File: config.mk
export PLATFORM = sky130hd
export DESIGN_NAME = hostlink_regs
export DESIGN_NICKNAME = d
export VERILOG_FILES = /design/src/rtl/hostlink_pkg.sv /design/src/rtl/hostlink_sync.sv /design/src/rtl/hostlink_frame.sv /design/src/rtl/hostlink_regfile.sv /design/src/rtl/hostlink_regs.sv
export SDC_FILE = /design/constraint.sdc
export NUM_CORES = 1
export LEC_CHECK = 0
export BUFFER_PORTS_ARGS = -buffer_cell sky130_fd_sc_hd__buf_2
export CAP_MARGIN = 30
export CORE_MARGIN = 2
export CORE_UTILIZATION = 40
export CTS_BUF_LIST = sky130_fd_sc_hd__clkbuf_4 sky130_fd_sc_hd__clkbuf_8
export CTS_CLUSTER_DIAMETER = 60
export DETAILED_ROUTE_END_ITERATION = 6
export GPL_TIMING_DRIVEN = 0
export HOLD_SLACK_MARGIN = 0.03
export SKIP_LAST_GASP = 1
export SYNTH_ARGS = -nofsm -noshare
export SYNTH_HDL_FRONTEND = slang
export SYNTH_SLANG_ARGS = --single-unit
File: constraint.sdc
create_clock -name clk_i -period 2.5 [get_ports clk_i]
set_input_delay 0.625 -clock clk_i [delete_from_list [all_inputs] [get_ports clk_i]]
set_output_delay 0.625 -clock clk_i [all_outputs]
set_load 0.05 [all_outputs]
File: src/rtl/hostlink_pkg.sv
package hostlink_pkg;
  localparam int unsigned BYTE_W    = 8;
  localparam int unsigned CNT_W     = $clog2(BYTE_W);
  localparam int unsigned NUM_CFG   = 6;
  localparam int unsigned CORR_W    = 16;
  localparam int unsigned NUM_RD    = CORR_W / BYTE_W;
  localparam logic [BYTE_W-1:0] CFG_FIRST = 8'h01;
  localparam logic [BYTE_W-1:0] CMD_MASK  = 8'hFC;
  localparam logic [BYTE_W-1:0] CMD_MATCH = 8'h7C;
  localparam logic [BYTE_W-1:0] RD_BASE   = 8'h80;

  typedef enum logic {
    PH_ADDR = 1'b0,
    PH_DATA = 1'b1
  } phase_e;
endpackage

File: src/rtl/hostlink_sync.sv
module hostlink_sync #(
  parameter int unsigned W      = 3,
  parameter int unsigned STAGES = 2
) (
  input  logic         clk_i,
  input  logic         rst_ni,
  input  logic [W-1:0] d_i,
  output logic [W-1:0] q_o
);
  logic [STAGES-1:0][W-1:0] stg_q;
  logic [STAGES-1:0][W-1:0] stg_d;

  always_comb begin
    stg_d = {stg_q[STAGES-2:0], d_i};
  end

  always_ff @(posedge clk_i or negedge rst_ni) begin
    if (!rst_ni) stg_q <= '0;
    else         stg_q <= stg_d;
  end

  assign q_o = stg_q[STAGES-1];
endmodule

File: src/rtl/hostlink_frame.sv
module hostlink_frame
  import hostlink_pkg::*;
(
  input  logic              clk_i,
  input  logic              rst_ni,
  input  logic              lclk_i,
  input  logic              ldat_i,
  input  logic              lrst_i,
  input  logic [BYTE_W-1:0] rd_byte_i,
  output logic [BYTE_W-1:0] rx_byte_o,
  output logic              wr_stb_o,
  output logic [BYTE_W-1:0] wr_addr_o,
  output logic              cmd_stb_o,
  output logic              dat_o,
  output logic              dat_oe_o
);
  logic              lclk_prev_q, lrst_prev_q;
  phase_e            phase_q, phase_d;
  logic [CNT_W-1:0]  cnt_q, cnt_d;
  logic [BYTE_W-1:0] shift_q, shift_d;
  logic [BYTE_W-1:0] addr_q, addr_d;
  logic [BYTE_W-1:0] tx_q, tx_d;
  logic              oe_q, oe_d;
  logic              rise_w, lrst_fall_w, last_w;
  logic [BYTE_W-1:0] rx_w;

  assign rise_w      = lclk_i & ~lclk_prev_q;
  assign lrst_fall_w = ~lrst_i & lrst_prev_q;
  assign last_w      = (cnt_q == CNT_W'(BYTE_W - 1));
  assign rx_w        = {ldat_i, shift_q[BYTE_W-1:1]};

  always_comb begin
    phase_d = phase_q;
    cnt_d   = cnt_q;
    shift_d = shift_q;
    addr_d  = addr_q;
    tx_d    = tx_q;
    oe_d    = oe_q;
    if (lrst_fall_w) begin
      phase_d = PH_ADDR;
      cnt_d   = '0;
      shift_d = '0;
      addr_d  = '0;
      oe_d    = 1'b0;
    end else if (rise_w) begin
      cnt_d = cnt_q + 1'b1;
      if (phase_q == PH_ADDR) begin
        shift_d = rx_w;
        if (last_w) begin
          addr_d  = rx_w;
          phase_d = PH_DATA;
          cnt_d   = '0;
          if (rx_w[BYTE_W-1]) begin
            tx_d = rd_byte_i;
            oe_d = 1'b1;
          end
        end
      end else begin
        if (addr_q[BYTE_W-1]) tx_d = tx_q >> 1;
        else                  shift_d = rx_w;
        if (last_w) begin
          phase_d = PH_ADDR;
          cnt_d   = '0;
          oe_d    = 1'b0;
        end
      end
    end
  end

  always_ff @(posedge clk_i or negedge rst_ni) begin
    if (!rst_ni) begin
      lclk_prev_q <= 1'b0;
      lrst_prev_q <= 1'b0;
      phase_q     <= PH_ADDR;
      cnt_q       <= '0;
      shift_q     <= '0;
      addr_q      <= '0;
      tx_q        <= '0;
      oe_q        <= 1'b0;
    end else begin
      lclk_prev_q <= lclk_i;
      lrst_prev_q <= lrst_i;
      phase_q     <= phase_d;
      cnt_q       <= cnt_d;
      shift_q     <= shift_d;
      addr_q      <= addr_d;
      tx_q        <= tx_d;
      oe_q        <= oe_d;
    end
  end

  assign rx_byte_o = rx_w;
  assign wr_stb_o  = rise_w && !lrst_fall_w && (phase_q == PH_DATA) && last_w
                     && !addr_q[BYTE_W-1];
  assign wr_addr_o = addr_q;
  assign cmd_stb_o = rise_w && !lrst_fall_w && (phase_q == PH_ADDR) && last_w
                     && ((rx_w & CMD_MASK) == CMD_MATCH);
  assign dat_o     = tx_q[0];
  assign dat_oe_o  = oe_q;


  oe_rise_chk: assert property (@(posedge clk_i) disable iff (!rst_ni)
    $rose(oe_q) |-> ($past(rise_w) && $past(phase_q) == PH_ADDR));

  oe_fall_chk: assert property (@(posedge clk_i) disable iff (!rst_ni)
    $fell(oe_q) |-> ($past(rise_w) || $past(lrst_fall_w)));

  lrst_clear_chk: assert property (@(posedge clk_i) disable iff (!rst_ni)
    lrst_fall_w |=> (cnt_q == '0 && phase_q == PH_ADDR && !oe_q && addr_q == '0));

  cnt_idle_chk: assert property (@(posedge clk_i) disable iff (!rst_ni)
    (!rise_w && !lrst_fall_w) |=> ($stable(cnt_q) && $stable(phase_q)));
endmodule

File: src/rtl/hostlink_regfile.sv
module hostlink_regfile
  import hostlink_pkg::*;
(
  input  logic                           clk_i,
  input  logic                           rst_ni,
  input  logic                           wr_stb_i,
  input  logic [BYTE_W-1:0]              wr_addr_i,
  input  logic [BYTE_W-1:0]              wr_data_i,
  input  logic                           cmd_stb_i,
  input  logic [BYTE_W-1:0]              cmd_addr_i,
  input  logic [BYTE_W-1:0]              rd_addr_i,
  input  logic [CORR_W-1:0]              corr_i,
  output logic [BYTE_W-1:0]              rd_byte_o,
  output logic [NUM_CFG-1:0][BYTE_W-1:0] cfg_o,
  output logic [1:0]                     sel_o
);
  for (genvar g = 0; g < NUM_CFG; g++) begin : g_cfg
    logic              hit_w;
    logic [BYTE_W-1:0] val_q;
    assign hit_w = wr_stb_i && (wr_addr_i == CFG_FIRST + BYTE_W'(g));
    always_ff @(posedge clk_i or negedge rst_ni) begin
      if (!rst_ni)    val_q <= '0;
      else if (hit_w) val_q <= wr_data_i;
    end
    assign cfg_o[g] = val_q;
  end

  logic [1:0] sel_q;
  always_ff @(posedge clk_i or negedge rst_ni) begin
    if (!rst_ni)        sel_q <= '0;
    else if (cmd_stb_i) sel_q <= cmd_addr_i[1:0];
  end
  assign sel_o = sel_q;

  always_comb begin
    rd_byte_o = '0;
    for (int b = 0; b < NUM_RD; b++) begin
      if (rd_addr_i == RD_BASE + BYTE_W'(b)) rd_byte_o = corr_i[b*BYTE_W +: BYTE_W];
    end
  end


  cfg_hold_chk: assert property (@(posedge clk_i) disable iff (!rst_ni)
    !wr_stb_i |=> $stable(cfg_o));

  sel_hold_chk: assert property (@(posedge clk_i) disable iff (!rst_ni)
    !cmd_stb_i |=> $stable(sel_o));

  sel_load_chk: assert property (@(posedge clk_i) disable iff (!rst_ni)
    cmd_stb_i |=> (sel_o == $past(cmd_addr_i[1:0])));

  wr_dir_chk: assert property (@(posedge clk_i) disable iff (!rst_ni)
    wr_stb_i |-> !wr_addr_i[BYTE_W-1]);
endmodule

File: src/rtl/hostlink_regs.sv
module hostlink_regs
  import hostlink_pkg::*;
(
  input  logic              clk_i,
  input  logic              rst_ni,
  input  logic              lclk_i,
  input  logic              ldat_i,
  input  logic              lrst_i,
  input  logic [CORR_W-1:0] corr_i,
  output logic              dat_o,
  output logic              dat_oe_o,
  output logic [BYTE_W-1:0] fmt_o,
  output logic [BYTE_W-1:0] grey_o,
  output logic [BYTE_W-1:0] rden_o,
  output logic [BYTE_W-1:0] zoom_o,
  output logic [BYTE_W-1:0] cti_o,
  output logic [BYTE_W-1:0] peak_o,
  output logic              sel_field_o,
  output logic              sel_median_o
);
  logic [2:0]                     sync_w;
  logic [BYTE_W-1:0]              rx_byte_w, wr_addr_w, rd_byte_w;
  logic                           wr_stb_w, cmd_stb_w;
  logic [NUM_CFG-1:0][BYTE_W-1:0] cfg_w;
  logic [1:0]                     sel_w;

  hostlink_sync #(.W(3), .STAGES(2)) u_sync (
    .clk_i  (clk_i),
    .rst_ni (rst_ni),
    .d_i    ({lrst_i, ldat_i, lclk_i}),
    .q_o    (sync_w)
  );

  hostlink_frame u_frame (
    .clk_i     (clk_i),
    .rst_ni    (rst_ni),
    .lclk_i    (sync_w[0]),
    .ldat_i    (sync_w[1]),
    .lrst_i    (sync_w[2]),
    .rd_byte_i (rd_byte_w),
    .rx_byte_o (rx_byte_w),
    .wr_stb_o  (wr_stb_w),
    .wr_addr_o (wr_addr_w),
    .cmd_stb_o (cmd_stb_w),
    .dat_o     (dat_o),
    .dat_oe_o  (dat_oe_o)
  );

  hostlink_regfile u_regs (
    .clk_i      (clk_i),
    .rst_ni     (rst_ni),
    .wr_stb_i   (wr_stb_w),
    .wr_addr_i  (wr_addr_w),
    .wr_data_i  (rx_byte_w),
    .cmd_stb_i  (cmd_stb_w),
    .cmd_addr_i (rx_byte_w),
    .rd_addr_i  (rx_byte_w),
    .corr_i     (corr_i),
    .rd_byte_o  (rd_byte_w),
    .cfg_o      (cfg_w),
    .sel_o      (sel_w)
  );

  assign fmt_o        = cfg_w[0];
  assign grey_o       = cfg_w[1];
  assign rden_o       = cfg_w[2];
  assign zoom_o       = cfg_w[3];
  assign cti_o        = cfg_w[4];
  assign peak_o       = cfg_w[5];
  assign sel_field_o  = sel_w[0];
  assign sel_median_o = sel_w[1];
endmodule

==> flow_summary.json, run 1 <==
{
  "synth_cell_type_count": 29,
  "start_util": 0.409,
  "synth-seq-cells": 86,
  "syn2layout_area_growth_pct": 21.7,
  "rows": 34,
  "worst-path-buf-inv": 0,
  "reg2reg_from": "u_frame.cnt_q[0]",
  "ys_top_cells_by_area": "dfrtp_1, mux2_2, nand2_1",
  "critPathRequiredTime_ns": 2.75,
  "synthesis.nets": 299,
  "cp_max_fo": 8,
  "rrSetupSlack_ns": -0.02,
  "slew_headroom": 0.527,
  "p_per_area_nw_per_um2": 644,
  "crit_path_cell_trace": "ha_1 > ha_1 > nand3b_1 > nand4b_1 > nor3_2 > mux2_2",
  "rsz0062_at_grt": "yes",
  "clock_path_buffers": 2,
  "crit_path_end": "u_regs.g_cfg[4].val_q[1]",
  "layout_commonest_cell": "dfrtp_1",
  "setup_viol": 8,
  "synth_top_cell_by_area": "dfrtp_1",
  "hold_viol_final": 0,
  "worst_r2r_endpoint": "u_regs.g_cfg[4].val_q[1]",
  "p_leak_nw": 2.16,
  "grt_remaining_overflow": 0,
  "vias_per_cell": 5.05,
  "die_area_um2": 9600,
  "tightest_slew_ns": 0.705,
  "slowest_stage": "nor3_2",
  "numCtsBuffers": 9,
  "clk-insertion-delay-late_ns": 0.35,
  "synthXorXnorAreaFrac": 0,
  "final_nets": 384,
  "htree_levels": 3,
  "grt_pass1_vias": 2483,
  "yosys_warnings": 0,
  "worst_slack_ns": -0.0244,
  "final_layout_size_suffix_gt1_frac": 0.430,
  "finalCritPeriodShare": 1.01,
  "fmax_ghz": 0.396,
  "core_um2": 8640,
  "pin_count": 73,
  "vias": 2391,
  "post-route-min-period_ns": 2.52,
  "postRouteAntennaNets": 0,
  "gp_congestion": 0.749,
  "synthCells": 275,
  "wl_per_cell_um": 16.3,
  "fin_util": 0.498,
  "synth_edf_count": 0,
  "antenna_found_initial": 0,
  "synth_fa_ha_area_frac": 0.0106,
  "crit_family": "simple AND/OR/NAND/NOR gates",
  "slowest_delay_ns": 0.64,
  "muxShareOfSynthArea": 0.182,
  "end_kind": "register",
  "hold_buffers": 0,
  "grt_pass1_wl_um": 12800,
  "synth_compound_area_frac": 0.0740,
  "grt_max_degree": 49,
  "syn_avg_cell_area_um2": 12.9,
  "crit_top_cell": "ha_1",
  "track_usage": 0.171,
  "drv_cap": 0,
  "drt-total-wl_um": 7710,
  "clock-root-buffer": "clkbuf_8",
  "synthArstFlopShare": 1.00,
  "hpwl_um": 5120,
  "synth_top_cell_area_share": 0.609,
  "cts_tree": "yes",
  "path_clk_slew_ns": 0.09,
  "synthFlopType": "dfrtp_1",
  "die_width_um": 98.0,
  "crit_cells": 6,
  "ys_seq_area_frac": 0.609,
  "die_h_um": 98.0,
  "p_total_mw": 2.77,
  "reg2reg_depth": 6,
  "finClkSkew_ns": 0.00819,
  "clock-sinks": 86,
  "first_pass_iters": 4,
  "yosys.area_share.simple": 0.0966,
  "final_cell_mix": "dfrtp_1, buf_2, mux2_2",
  "drt_iter0_markers": 112,
  "place_inst": 456,
  "crit_arrival_ns": 2.77,
  "max-vdd-ir-drop_v": 0.000287,
  "synth_top_family_by_area": "multiplexers",
  "start_kind": "register",
  "final_cells": 473,
  "drc": 0,
  "io_buffer_count": 72,
  "slew_viol_final": 0,
  "status": "complete, but fails checks",
  "path_class": "reg -> reg",
  "synth.cell_area_um2": 3530,
  "setup.worst_path.start": "u_frame.cnt_q[0]",
  "diodes": 0,
  "violations": "setup timing",
  "hold_class": "in -> async"
}
-- layer usage --
layer,track usage,share of wire,up-vias
li1,-,-,1135
met1,0.229,0.46,1194
met2,0.271,0.48,51
met3,0.0351,0.042,11
met4,0.0737,0.018,0
met5,0,0,-
-- how the worst min path moves through the flow --
stage,from,cells past startpoint,end
2_1_floorplan,rst_ni,0,u_frame.cnt_q[0]
5_1_grt,rst_ni,1,u_regs.g_cfg[3].val_q[2]
3_5_place_dp,u_sync.stg_d[3],0,u_sync.q_o[0]
4_1_cts,rst_ni,1,u_regs.g_cfg[3].val_q[2]
3_3_place_gp,u_sync.stg_d[4],0,u_sync.q_o[1]
6_report,rst_ni,1,u_regs.g_cfg[3].val_q[2]
-- area by class of cell --
type	count	area, um^2
Clock inverter	5	83.8
Multi-Input combinational cell	168	1300
Inverter	3	11.3
Buffer	18	87.6
Fill cell	826	4330
Clock buffer	11	139
Timing Repair Buffer	74	398
Sequential cell	86	2150
Tap cell	108	135
-- worst register-to-register path, delay by kind of cell (launching register included) --
kind / cells / cell delay, ns
simple gates: 3 / 1.17
fa+ha+maj: 2 / 0.44
mux: 1 / 0.42
flops: 1 / 0.39
-- logic make-up after synthesis --
logic type	after synthesis
multiplexers	58
adder cells (fa/ha/maj)	3
AO/OA/AOI/OAI	39
buffers and inverters	21
AND/OR/NAND/NOR	68
flip-flops	86
-- sequential cells by signal, summed over array words and instances (netlist names) --
| register | count |
|---|---|
| u_frame.lrst_prev_q | 1 |
| u_frame.phase_q | 1 |
| u_regs.g_cfg.val_q | 48 |
| u_frame.tx_q | 8 |
| u_frame.cnt_q | 3 |
| u_frame.wr_addr_o | 8 |
| u_sync.q_o | 3 |
| u_sync.stg_d | 3 |
| u_regs.sel_o | 2 |
| u_frame.lclk_prev_q | 1 |
| u_frame.shift_q | 7 |
| u_frame.dat_oe_o | 1 |
-- synth_stat cells (3+ instances only) --
cell type / n
dfrtp_1: 86
nor3_2: 3
nand3_1: 3
nand2b_1: 3
nor2_1: 13
a2bb2oi_1: 7
nand4_1: 3
a21oi_2: 7
mux2_2: 50
mux2i_1: 8
buf_2: 4
or4_1: 3
o21ai_0: 15
nand2_1: 29
ha_1: 3
inv_1: 3
clkbuf_1: 12
a21oi_1: 6
-- per-stage QoR --
stage	TNS, ns	setup slack (ns)	instance area, um^2	hold WS [ns]
6_report	-0.147	-0.0244	4300	0.241
5_1_grt	-3.53	-0.203	4300	0.274
4_1_cts	-0.144	-0.0262	4280	0.254
3_5_place_dp	-0.00649	-0.00443	4060	0.335
3_3_place_gp	-0.000150	-0.000150	4030	0.335
2_1_floorplan	0	0.421	3530	0.329
-- power by group --
part / total (mW) / internal, mW / switching [mW]
Clock: 1.08 / 0.587 / 0.489
Combinational: 0.246 / 0.0853 / 0.160
Sequential: 1.45 / 1.43 / 0.0207
Total: 2.77 / 2.10 / 0.670
-- repair_timing --
item                       in CTS  in global routing
gates resized for setup         0                  1
setup buffers                   0                  1
setup endpoints to repair       8                 33
No activity file was read; power rests on OpenSTA's default activity.
==> run 2: changes to the inputs <==
CORE_MARGIN = default   (was 2)
CORE_UTILIZATION = 50   (was 40)
PLACE_DENSITY = 0.74   (was default)
==> run 2 against run 1 <==
Net effect:
- the run still ends with setup timing left
- non-clock buffer count down 1
- design area shrank 0.87%
- sequential power barely moved
- combinational power about the same
- flip-flop and latch count did not move
- core utilization up 13 points
- clock power down 7%
- fmax increased by 0.58%
- via count grew 2.5%
- critical path depth unchanged
- register-to-register slack is essentially flat
- critical path type unchanged
- highest routed layer unchanged
==> flow_summary.json, run 2 (synthesized netlist as in run 1, its figures left out) <==
{
  "final_nets": 383,
  "first_pass_iters": 4,
  "path_clk_slew_ns": 0.09,
  "syn2layout_area_growth_pct": 20.7,
  "slew_headroom": 0.537,
  "core_um2": 6790,
  "power_frac_seq": 0.539,
  "diodes": 0,
  "p_per_area_nw_per_um2": 632,
  "hold_viol_final": 0,
  "grt_remaining_overflow": 0,
  "clock_power_share": 0.371,
  "path_class": "reg -> reg",
  "crit_arrival_ns": 2.75,
  "drt_iter0_markers": 191,
  "drv_cap": 0,
  "gp_congestion": 0.880,
  "swShare": 0.246,
  "cts_tree": "yes",
  "tightest_slew_ns": 0.691,
  "io_buffer_count": 72,
  "die_h_um": 86.1,
  "postRouteAntennaNets": 0,
  "p_leak_nw": 2.16,
  "violations": "setup timing",
  "start_kind": "register",
  "worst_slack_ns": -0.00992,
  "max-vdd-ir-drop_v": 0.000407,
  "slew_viol_final": 0,
  "start_util": 0.520,
  "switchingPower_mw": 0.663,
  "pin_count": 73,
  "die_area_um2": 7410,
  "hpwl_um": 4840,
  "track_usage": 0.217,
  "finClkSkew_ns": 0.00838,
  "post-route-min-period_ns": 2.51,
  "p_total_mw": 2.70,
  "largest_reg_flops": 48,
  "critPathRequiredTime_ns": 2.74,
  "fmax_ghz": 0.398,
  "drc": 0,
  "whs_ns": 0.218,
  "dp_slack_ns": 0.0490,
  "clock_path_buffers": 2,
  "numCtsBuffers": 9,
  "final_layout_size_suffix_gt1_frac": 0.429,
  "status": "complete, but fails checks",
  "clock-root-buffer": "clkbuf_8",
  "setup_viol": 4,
  "p_int_mw": 2.03,
  "grt_pass1_wl_um": 12100,
  "grt_max_degree": 54,
  "hold_class": "in -> async",
  "clk-insertion-delay-late_ns": 0.35,
  "antenna_found_initial": 0,
  "finalCritPeriodShare": 1.00,
  "htree_levels": 3,
  "vias_per_cell": 5.33,
  "grt_pass1_vias": 2396,
  "die_width_um": 86.1,
  "setup-tns-final_ns": -0.0260,
  "num-fill-cells": 566,
  "combPwrFrac": 0.090,
  "drt-total-wl_um": 7280,
  "layout_commonest_cell": "dfrtp_1",
  "end_kind": "register",
  "cp_max_fo": 8,
  "rsz0062_at_grt": "yes",
  "final_cell_mix": "dfrtp_1, buf_2, mux2_2",
  "max_flop_register": "u_regs.g_cfg.val_q",
  "vias": 2451,
  "wl_per_cell_um": 15.8,
  "rows": 30,
  "clock-sinks": 86
}
[run 2: changes by cell type in the layout (fill, tap and decap cells not counted)]
cell / change
clkinv_4: -1
inv_6: +1
bufinv_16: -1
clkinvlp_4: -1
clkbuf_4: -2
clkbuf_8: +2
clkinv_2: +2
buf_4: -1
[run 2: cell type report]
class | instances | area (um^2) | area share
Sequential cell | 86 | 2150 | 0.505
Multi-Input combinational cell | 168 | 1300 | 0.304
Timing Repair Buffer | 73 | 390 | 0.0915
Clock buffer | 11 | 151 | 0.0355
Tap cell | 96 | 120 | 0.0282
Buffer | 18 | 87.6 | 0.0205
Clock inverter | 5 | 56.3 | 0.0132
Inverter | 3 | 11.3 | 0.00264
[run 2: worst max-delay path, cell delays in order (launching register included)]
cell and delay [ns]:
dfrtp_1 0.38, ha_1 0.17, ha_1 0.27, nand3b_1 0.20
nand4b_1 0.35, nor3_2 0.64, mux2_2 0.41
[run 2: per-stage QoR]
step                      instances  instance area [um^2]  utilization
after floorplan                 275                  3530            -
after global placement          443                  4020        0.591
after detailed placement        444                  4050        0.595
after CTS                       460                  4250        0.626
after global routing            460                  4270        0.628
final                           460                  4270        0.628
[run 2: layer usage]
metal | global-route usage | share of wire | vias to the layer above
met5 | 0 | 0 | -
met4 | 0.0848 | 0.019 | 0
met1 | 0.301 | 0.45 | 1228
li1 | - | - | 1135
met2 | 0.338 | 0.48 | 75
met3 | 0.0433 | 0.051 | 13
[run 2: power groups by stage]
stage / Sequential, mW / Clock, mW / Combinational (mW)
2_1_floorplan: 1.47 / 0 / 0.142
3_3_place_gp: 1.48 / 0 / 0.232
3_5_place_dp: 1.48 / 0 / 0.244
4_1_cts: 1.45 / 1.02 / 0.245
5_1_grt: 1.46 / 1.08 / 0.274
6_report: 1.45 / 1.00 / 0.243
[run 2: worst paths after layout]
path,startpoint,end,slack (ns),cells after the start
setup / recovery,u_frame.cnt_q[0],u_regs.g_cfg[3].val_q[2],-0.01,6
hold / removal,rst_ni,u_regs.g_cfg[4].val_q[1],0.22,1
setup reg to reg,u_frame.cnt_q[0],u_regs.g_cfg[3].val_q[2],-0.01,6
hold reg to reg,u_sync.stg_d[4],u_sync.q_o[1],0.35,0
max in group asynchronous,rst_ni,u_frame.lrst_prev_q,1.68,2
min in group clk_i,u_sync.stg_d[4],u_sync.q_o[1],0.35,0
[run 2: timing repair]
action / 4_1_cts / 5_1_grt
hold endpoints to repair: 0 / 0
buffers inserted: 0 / 0
endpoints found under the setup margin: 0 / 32
hold buffers: 0 / 0
resized for setup: 0 / 1
==> run 3: changes to the inputs <==
MAX_ROUTING_LAYER = met4   (was default)
==> run 3 against run 2 <==
Net effect:
- the run still ends with setup timing left
- worst hold slack better by 0.0027 ns
- flip-flop and latch count unchanged
- sequential power about the same
- critical path depth unchanged
- die area unchanged
- core utilization unchanged
- via count up 0.33%
- final cell count unchanged
- highest routed layer unchanged
==> flow_summary.json, run 3 (synthesized netlist as in run 1, its figures left out) <==
{
  "max-vdd-ir-drop_v": 0.000407,
  "rrSetupSlack_ns": -0.01,
  "worst_slack_ns": -0.0141,
  "vias": 2459,
  "numCtsBuffers": 9,
  "hold_buffers": 0,
  "wl_per_cell_um": 15.9,
  "io_buffer_count": 72,
  "path_clk_slew_ns": 0.08,
  "fin_area_um2": 4270,
  "drt-total-wl_um": 7300,
  "track_usage": 0.224,
  "syn2layout_area_growth_pct": 20.7,
  "drt_iter0_markers": 209,
  "cp_max_fo": 8,
  "p_leak_nw": 2.16,
  "grt_remaining_overflow": 0,
  "clk-insertion-delay-late_ns": 0.34,
  "reg2reg_depth": 6,
  "largest_reg_flops": 48,
  "start_kind": "register",
  "diodes": 0,
  "post-route-min-period_ns": 2.51,
  "pin_count": 73,
  "slew_headroom": 0.532,
  "p_total_mw": 2.70,
  "antenna_found_initial": 0,
  "max_flop_register": "u_regs.g_cfg.val_q",
  "final_cell_mix": "dfrtp_1, buf_2, mux2_2",
  "rows": 30,
  "gp_congestion": 0.894,
  "finClkSkew_ns": 0.00734,
  "p_per_area_nw_per_um2": 632,
  "clock-root-buffer": "clkbuf_8",
  "rsz0062_at_grt": "yes",
  "post_cts_buffers": 0,
  "crit_arrival_ns": 2.75,
  "first_pass_iters": 5,
  "tightest_slew_ns": 0.698,
  "layout_commonest_cell": "dfrtp_1",
  "hold_class": "in -> async",
  "regArea_um2": 2150,
  "violations": "setup timing",
  "clock_path_buffers": 2,
  "htree_levels": 3,
  "start_util": 0.520,
  "fmax_ghz": 0.398,
  "core_um2": 6790,
  "cts_tree": "yes",
  "hold_viol_final": 0,
  "drv_cap": 0,
  "num-fill-cells": 566,
  "final_nets": 383,
  "grt_pass1_wl_um": 12100,
  "die_h_um": 86.1,
  "hpwl_um": 4840,
  "reg2reg_from": "u_frame.cnt_q[0]",
  "dpl_cell_area_um2": 4050,
  "multi_input_area_um2": 1300,
  "status": "complete, but fails checks",
  "critPathRequiredTime_ns": 2.74,
  "worst_r2r_endpoint": "u_regs.g_cfg[3].val_q[2]",
  "end_kind": "register",
  "setup_viol": 6,
  "grt_max_degree": 54,
  "grt_pass1_vias": 2397,
  "drc": 0,
  "die_width_um": 86.1,
  "finalCritPeriodShare": 1.01,
  "die_area_um2": 7410,
  "path_class": "reg -> reg",
  "final_layout_size_suffix_gt1_frac": 0.429,
  "vias_per_cell": 5.35,
  "clock-sinks": 86,
  "postRouteAntennaNets": 0,
  "slew_viol_final": 0,
  "cts_resized": 0
}
run 3: cell counts in the layout (fill, tap and decap cells not counted):
Identical to the previous run, type by type.
run 3: how the worst max path moves through the flow:
| stage | slack [ns] | endpoint | startpoint |
|---|---|---|---|
| floorplan | 0.42 | u_regs.g_cfg[4].val_q[0] | u_frame.cnt_q[0] |
| global placement | 0.07 | u_regs.g_cfg[3].val_q[2] | u_frame.cnt_q[0] |
| detailed placement | 0.05 | u_regs.g_cfg[3].val_q[2] | u_frame.cnt_q[0] |
| CTS | 0.03 | u_regs.g_cfg[3].val_q[2] | u_frame.cnt_q[0] |
| global route | -0.14 | u_regs.g_cfg[3].val_q[2] | u_frame.cnt_q[0] |
| finish | -0.01 | u_regs.g_cfg[3].val_q[2] | u_frame.cnt_q[0] |
run 3: where the power goes:
| group | switching, mW | internal (mW) |
|---|---|---|
| logic | 0.159 | 0.0851 |
| registers | 0.0213 | 1.43 |
| clock network | 0.484 | 0.517 |
| total | 0.664 | 2.03 |
run 3: final cells by class:
type,instances,share of cell area
Sequential cell,86,0.505
Clock buffer,11,0.0355
Multi-Input combinational cell,168,0.304
Inverter,3,0.00264
Buffer,18,0.0205
Clock inverter,5,0.0132
Timing Repair Buffer,73,0.0915
Tap cell,96,0.0282
run 3: routing by layer:
layer	up-vias	global-route usage	wire length [um]
met3	10	0.0414	326
met4	0	0.0848	91
met2	75	0.337	3530
li1	1137	-	-
met1	1237	0.305	3350
met5	-	-	0
run 3: per-stage QoR:
stage          setup TNS, ns  hold slack, ns  setup WS [ns]  utilization  cells
2_1_floorplan              0           0.329          0.421            -    275
3_3_place_gp               0           0.334         0.0722        0.591    443
3_5_place_dp               0           0.336         0.0490        0.595    444
4_1_cts                    0           0.232         0.0295        0.626    460
5_1_grt                -1.78           0.245         -0.138        0.628    460
6_report             -0.0355           0.221        -0.0141        0.628    460
run 3: worst max-delay path: stages, from the launching register on:
cell and delay, ns:
dfrtp_1 0.37, ha_1 0.16, ha_1 0.26, nand3b_1 0.19, nand4b_1 0.35, nor3_2 0.65
mux2_2 0.41
